## config.mk

```make
export PLATFORM = sky130hd
export DESIGN_NAME = spi_irq_agg
export DESIGN_NICKNAME = d
export VERILOG_FILES = /design/src/rtl/spi_irq_pkg.sv /design/src/rtl/spi_irq_regs.sv /design/src/rtl/spi_irq_err_status.sv /design/src/rtl/spi_irq_class.sv /design/src/rtl/spi_irq_agg.sv
export SDC_FILE = /design/constraint.sdc
export NUM_CORES = 1
export LEC_CHECK = 0
export CAP_MARGIN = 40
export CELL_PAD_IN_SITES_DETAIL_PLACEMENT = 1
export CELL_PAD_IN_SITES_GLOBAL_PLACEMENT = 2
export CORE_MARGIN = 2
export CORE_UTILIZATION = 30
export DETAILED_ROUTE_END_ITERATION = 8
export GPL_TIMING_DRIVEN = 0
export PLACE_DENSITY = 0.89
export SLEW_MARGIN = 5
export SYNTH_ARGS = -nofsm -noshare
export SYNTH_HDL_FRONTEND = slang
export SYNTH_SLANG_ARGS = --single-unit
```

## constraint.sdc

```tcl
create_clock -name clk -period 1.8 [get_ports clk]
set_input_delay 0.36 -clock clk [delete_from_list [all_inputs] [get_ports clk]]
set_output_delay 0.36 -clock clk [all_outputs]
set_load 0.01 [all_outputs]
```

## src/rtl/spi_irq_pkg.sv

```systemverilog
package spi_irq_pkg;
  localparam int ADDR_W = 4;
  localparam int NUM_ERR = 6;
  localparam int NUM_EVT = 6;
  localparam int REG_W = (NUM_ERR > NUM_EVT) ? NUM_ERR : NUM_EVT;
  localparam int NUM_CLS = 2;

  localparam logic [ADDR_W-1:0] A_STATE   = 4'd0;
  localparam logic [ADDR_W-1:0] A_ENABLE  = 4'd1;
  localparam logic [ADDR_W-1:0] A_TEST    = 4'd2;
  localparam logic [ADDR_W-1:0] A_ERR_EN  = 4'd3;
  localparam logic [ADDR_W-1:0] A_ERR_ST  = 4'd4;
  localparam logic [ADDR_W-1:0] A_EVT_EN  = 4'd5;

  localparam logic [NUM_ERR-1:0] ERR_EN_RST = 6'h1F;

  // sticky write-1-to-clear update: a new set beats a clear in the same cycle
  function automatic logic [REG_W-1:0] w1c_vec(input logic [REG_W-1:0] cur,
                                               input logic [REG_W-1:0] set,
                                               input logic [REG_W-1:0] clr);
    return set | (cur & ~clr);
  endfunction

  function automatic logic w1c_bit(input logic cur, input logic set, input logic clr);
    return set | (cur & ~clr);
  endfunction
endpackage

```

## src/rtl/spi_irq_regs.sv

```systemverilog
module spi_irq_regs
  import spi_irq_pkg::*;
(
  input  logic                 clk,
  input  logic                 rst_n,
  input  logic                 wr_en,
  input  logic [ADDR_W-1:0]    wr_addr,
  input  logic [REG_W-1:0]     wr_data,
  input  logic [ADDR_W-1:0]    rd_addr,
  input  logic [NUM_CLS-1:0]   pending,
  input  logic [NUM_ERR-1:0]   err_status,
  output logic [REG_W-1:0]     rd_data,
  output logic [NUM_CLS-1:0]   cls_en,
  output logic [NUM_CLS-1:0]   cls_test,
  output logic [NUM_ERR-1:0]   err_mask,
  output logic [NUM_EVT-1:0]   evt_mask,
  output logic [NUM_CLS-1:0]   state_clr,
  output logic [NUM_ERR-1:0]   err_clr
);
  always_ff @(posedge clk or negedge rst_n) begin
    if (!rst_n) begin
      cls_en   <= '0;
      cls_test <= '0;
      err_mask <= ERR_EN_RST;
      evt_mask <= '0;
    end else if (wr_en) begin
      case (wr_addr)
        A_ENABLE: cls_en   <= wr_data[NUM_CLS-1:0];
        A_TEST:   cls_test <= wr_data[NUM_CLS-1:0];
        A_ERR_EN: err_mask <= wr_data[NUM_ERR-1:0];
        A_EVT_EN: evt_mask <= wr_data[NUM_EVT-1:0];
        default: ;
      endcase
    end
  end

  always_comb begin
    state_clr = (wr_en && wr_addr == A_STATE)  ? wr_data[NUM_CLS-1:0] : '0;
    err_clr   = (wr_en && wr_addr == A_ERR_ST) ? wr_data[NUM_ERR-1:0] : '0;
  end

  always_comb begin
    rd_data = '0;
    case (rd_addr)
      A_STATE:  rd_data[NUM_CLS-1:0] = pending;
      A_ENABLE: rd_data[NUM_CLS-1:0] = cls_en;
      A_TEST:   rd_data[NUM_CLS-1:0] = cls_test;
      A_ERR_EN: rd_data[NUM_ERR-1:0] = err_mask;
      A_ERR_ST: rd_data[NUM_ERR-1:0] = err_status;
      A_EVT_EN: rd_data[NUM_EVT-1:0] = evt_mask;
      default: ;
    endcase
  end

  // an unmapped write leaves every control register unchanged
  a_r11_unmapped_quiet: assert property (@(posedge clk) disable iff (!rst_n)
    (wr_en && wr_addr > A_EVT_EN) |=> ($stable(cls_en) && $stable(cls_test)
                                       && $stable(err_mask) && $stable(evt_mask)));
endmodule

```

## src/rtl/spi_irq_err_status.sv

```systemverilog
module spi_irq_err_status
  import spi_irq_pkg::*;
(
  input  logic               clk,
  input  logic               rst_n,
  input  logic [NUM_ERR-1:0] err_pulse,
  input  logic [NUM_ERR-1:0] err_clr,
  output logic [NUM_ERR-1:0] err_status
);
  logic [REG_W-1:0] next_w;

  always_comb next_w = w1c_vec(REG_W'(err_status), REG_W'(err_pulse), REG_W'(err_clr));

  always_ff @(posedge clk or negedge rst_n) begin
    if (!rst_n) err_status <= '0;
    else        err_status <= next_w[NUM_ERR-1:0];
  end

  // every pulsed bit is set one cycle later, masks play no part
  a_r2_capture: assert property (@(posedge clk) disable iff (!rst_n)
    (|err_pulse) |=> ((err_status & $past(err_pulse)) == $past(err_pulse)));

  // a cleared bit with no competing pulse reads zero afterwards
  a_r3_clear: assert property (@(posedge clk) disable iff (!rst_n)
    (|(err_clr & ~err_pulse)) |=> ((err_status & $past(err_clr & ~err_pulse)) == '0));

  // bits not cleared never fall
  a_r2_sticky: assert property (@(posedge clk) disable iff (!rst_n)
    (err_clr == '0) |=> ((err_status & $past(err_status)) == $past(err_status)));
endmodule

```

## src/rtl/spi_irq_class.sv

```systemverilog
module spi_irq_class
  import spi_irq_pkg::*;
#(
  parameter int NSRC = 6
) (
  input  logic            clk,
  input  logic            rst_n,
  input  logic            cls_en,
  input  logic            cls_test,
  input  logic [NSRC-1:0] src_act,
  input  logic [NSRC-1:0] src_mask,
  input  logic            clr,
  output logic            pending,
  output logic            irq
);
  logic src_hit;
  logic raise;

  assign src_hit = |(src_act & src_mask);
  assign raise   = cls_en & ~pending & (cls_test | src_hit);

  always_ff @(posedge clk or negedge rst_n) begin
    if (!rst_n) begin
      pending <= 1'b0;
      irq     <= 1'b0;
    end else begin
      pending <= w1c_bit(pending, raise, clr);
      irq     <= pending & cls_en;
    end
  end

  // pending holds until written with a 1
  a_r8_sticky: assert property (@(posedge clk) disable iff (!rst_n)
    (pending && !clr) |=> pending);

  // a disabled class never becomes pending
  a_r7_gated: assert property (@(posedge clk) disable iff (!rst_n)
    (!pending && !cls_en) |=> !pending);

  // the test bit alone raises an enabled class
  a_r6_test_raise: assert property (@(posedge clk) disable iff (!rst_n)
    (cls_en && cls_test && !pending) |=> pending);

  // output falls one cycle after the enable is cleared
  a_r9_en_drop: assert property (@(posedge clk) disable iff (!rst_n)
    !cls_en |=> !irq);

  // output rises only after pending was already set
  a_r9_rise_after_pend: assert property (@(posedge clk) disable iff (!rst_n)
    $rose(irq) |-> $past(pending));
endmodule

```

## src/rtl/spi_irq_agg.sv

```systemverilog
module spi_irq_agg
  import spi_irq_pkg::*;
(
  input  logic               clk,
  input  logic               rst_n,
  input  logic               wr_en,
  input  logic [ADDR_W-1:0]  wr_addr,
  input  logic [REG_W-1:0]   wr_data,
  input  logic [ADDR_W-1:0]  rd_addr,
  output logic [REG_W-1:0]   rd_data,
  input  logic [NUM_ERR-1:0] err_pulse,
  input  logic [NUM_EVT-1:0] evt_level,
  output logic               irq_err,
  output logic               irq_evt
);
  logic [NUM_CLS-1:0] cls_en;
  logic [NUM_CLS-1:0] cls_test;
  logic [NUM_CLS-1:0] state_clr;
  logic [NUM_CLS-1:0] pending;
  logic [NUM_CLS-1:0] irq_vec;
  logic [NUM_ERR-1:0] err_mask;
  logic [NUM_ERR-1:0] err_clr;
  logic [NUM_ERR-1:0] err_status;
  logic [NUM_EVT-1:0] evt_mask;

  // class 0 = error, class 1 = event
  logic [NUM_CLS-1:0][REG_W-1:0] src_act;
  logic [NUM_CLS-1:0][REG_W-1:0] src_mask;

  always_comb begin
    src_act[0]  = REG_W'(err_status);
    src_mask[0] = REG_W'(err_mask);
    src_act[1]  = REG_W'(evt_level);
    src_mask[1] = REG_W'(evt_mask);
  end

  spi_irq_regs u_regs (
    .clk        (clk),
    .rst_n      (rst_n),
    .wr_en      (wr_en),
    .wr_addr    (wr_addr),
    .wr_data    (wr_data),
    .rd_addr    (rd_addr),
    .pending    (pending),
    .err_status (err_status),
    .rd_data    (rd_data),
    .cls_en     (cls_en),
    .cls_test   (cls_test),
    .err_mask   (err_mask),
    .evt_mask   (evt_mask),
    .state_clr  (state_clr),
    .err_clr    (err_clr)
  );

  spi_irq_err_status u_err (
    .clk        (clk),
    .rst_n      (rst_n),
    .err_pulse  (err_pulse),
    .err_clr    (err_clr),
    .err_status (err_status)
  );

  for (genvar c = 0; c < NUM_CLS; c++) begin : g_cls
    spi_irq_class #(.NSRC(REG_W)) u_cls (
      .clk      (clk),
      .rst_n    (rst_n),
      .cls_en   (cls_en[c]),
      .cls_test (cls_test[c]),
      .src_act  (src_act[c]),
      .src_mask (src_mask[c]),
      .clr      (state_clr[c]),
      .pending  (pending[c]),
      .irq      (irq_vec[c])
    );
  end

  assign irq_err = irq_vec[0];
  assign irq_evt = irq_vec[1];
endmodule

```

==> results <==
routing by layer:
layer  routed length (um)  track usage (%)  vias to the layer above
met1                 1499            19.80                      541
met4                   94            5.342                        0
met2                 2026            29.04                       51
met5                    0                0                        -
li1                     -                -                      476
met3                  232            1.876                        8
power breakdown:
part,leakage [nW],internal (mW),switching [mW],total [mW]
clock network,0.0228,0.158,0.181,0.339
logic,0.433,0.265,0.168,0.433
registers,0.286,0.724,0.104,0.828
worst max-delay path, stage by stage:
cell	delay (ps)
buf_2	150
or3b_4	450
a2bb2oi_1	150
o41ai_1	80
buf_2	200
path summary, 6_finish.rpt:
kind | startpoint | to | slack [ps] | cells after the start
setup / recovery | rd_addr[2] | rd_data[0] | 50 | 5
hold / removal | rst_n | u_regs.evt_mask[0]$_DFFE_PN0P_ | 470 | 1
setup reg to reg | u_regs.evt_mask[3]$_DFFE_PN0P_ | g_cls[1].u_cls.pending$_DFF_PN0_ | 310 | 3
hold reg to reg | u_err.err_status[4]$_DFF_PN0_ | u_err.err_status[4]$_DFF_PN0_ | 530 | 1
max in group asynchronous | rst_n | u_regs.err_mask[2]$_DFFE_PN1P_ | 720 | 2
min in group clk | u_err.err_status[4]$_DFF_PN0_ | u_err.err_status[4]$_DFF_PN0_ | 530 | 1
per-stage QoR:
step	instances	cell area, sq um	total power [mW]	hold slack [ps]	worst slack [ps]
floorplan	106	1320	1.050	64.41	112.0
global placement	192	1725	1.241	491.9	-940.0
detailed placement	193	1740	1.278	510.0	-933.2
CTS	197	1788	1.609	480.8	26.67
global route	197	1787	1.688	512.1	5.262
finish	197	1787	1.601	473.0	48.75
final cells by class:
class                   count  area, sq um  share of cell area, %
flip-flops and latches     26        656.9                  36.76
multi-input cells          74        646.9                  36.20
plain buffers               4        32.53                  1.821
repair buffers             35        332.8                  18.63
inverters                   2        7.507                 0.4202
well taps                  52        65.06                  3.641
clock buffers               4        45.04                  2.521
flip-flops by register name, summed over array words and instances, names as in the netlist:
signal,flops
u_regs.evt_mask,6
u_err.err_status,6
g_cls.u_cls.irq,2
u_regs.cls_en,2
u_regs.cls_test,2
g_cls.u_cls.pending,2
u_regs.err_mask,6
cells in the mapped netlist, drive strengths merged (3+ instances only):
library cell and count:
dfrtp 21, mux2 18, nand3 9, mux2i 8, a21o 6, dfstp 5
buf 4, nand2 4, o21ai 4, and3b 3
repair_timing:
item | CTS | global route
setup endpoints to repair | 6 | 4
gates resized for setup | 36 | 2
endpoints found under the hold margin | 0 | 0
pin swaps | 2 | 1
gates cloned | 0 | 0
logic make-up after synthesis:
kind of cell	Yosys count
AOI/OAI and AO/OA	24
buffers and inverters	6
DFF	26
muxes	26
and+or+nand+nor	24
==> qor.yml <==
clkTransAtPathRegs_ps: 90
synth_top_cell_by_area: "dfrtp_1"
worstPathMaxFanout: 6
peakVddDrop_uv: 328.8
die_h_um: 70.33
status: "finished, violations left"
synth-seq-cells: 26
cts_buffer_depth: 2
fp-row-count: 24
maxCapViolCount: 0
synth_xor_area_share_pct: 0
synth_edf_count: 0
ys_types: 27
synth-simple-area-share_pct: 11.28
synth_seq_area_share_pct: 49.76
cts_tree: "yes"
cts-buffers-inserted: 3
synth.area.top_cells: "dfrtp_1, mux2_2, dfstp_2"
gr-total-overflow: 0
setup_viol: 0
antenna_found_initial: 0
final_core_util_pct: 41.61
dp_hpwl_um: 2974
via_count: 1076
cts-root-buf: "clkbuf_8"
post_cts_buffers: 0
cp.required_ps: 1440
io_buffers: 34
leakage_nw: 0.7415
worstHoldPathType: "input port to async pin"
floorplan.initialDensity_pct: 30.74
syn_area_sq_um: 1320
die_x_um: 70.33
area_delta_synth_final_pct: 35.36
fmax_mhz: 571.0
grt_max_degree: 16
timing.final.crit_share_pct: 97.29
drive_gt1_share_pct: 29.66
place_congestion: 0.7883
yosysWarnings: 0
worstSetupPathType: "input port to output port"
routed_wirelength_um: 3853
drc: 2
violations: "design-rule violations"
yosys.area.top_type_share_pct: 39.81
wire_per_inst_um: 19.56
synth.mux.area_fraction_pct: 23.13
drt_iter0_drc: 39
arrival_ps: 1390
drv_slew: 0
track_usage_pct: 16.12
ant_nets: 0
powerDensity_nw_per_um2: 895.9
syn_inst: 106
insertion_delay_ps: 260
core_sq_um: 4294
period_needed_ps: 1751
synth_area_per_cell_sq_um: 12.45
most-common-layout-cells: "clkdlybuf4s50_1, dfrtp_1, mux2_2"
synthArstFlopShare_pct: 100.0
grt_pass1_wl_um: 6237
maxSlewHeadroom_pct: 51.67
synth.net_count: 135
max_slew.worst_pin.slew_ps: 722.2
crit_path_end_kind: "output port"
vias_per_cell: 5.462
num_antenna_cells: 0
cts.sinks: 26
synth_compound_area_share_pct: 13.27
fin_nets: 175
finalClockSkew_ps: 1.360
rsz0062_at_grt: "false"
die-area_sq_um: 4946
dr.pass1.iters: 6
grt_pass1_vias: 1204
fill_cells: 470
yosys.area_share.adder_pct: 0
mostFrequentLayoutCell: "clkdlybuf4s50_1"
ios: 37
setup_tns_ps: 0
cts.hold.buffers_added: 0
hold_viol: 0
h-tree-depth: 1
synth_top_family_by_area: "multiplexers"
start_kind: "input port"
ys.flop_type: "dfrtp_1"
(Power assumes the default switching activity.)
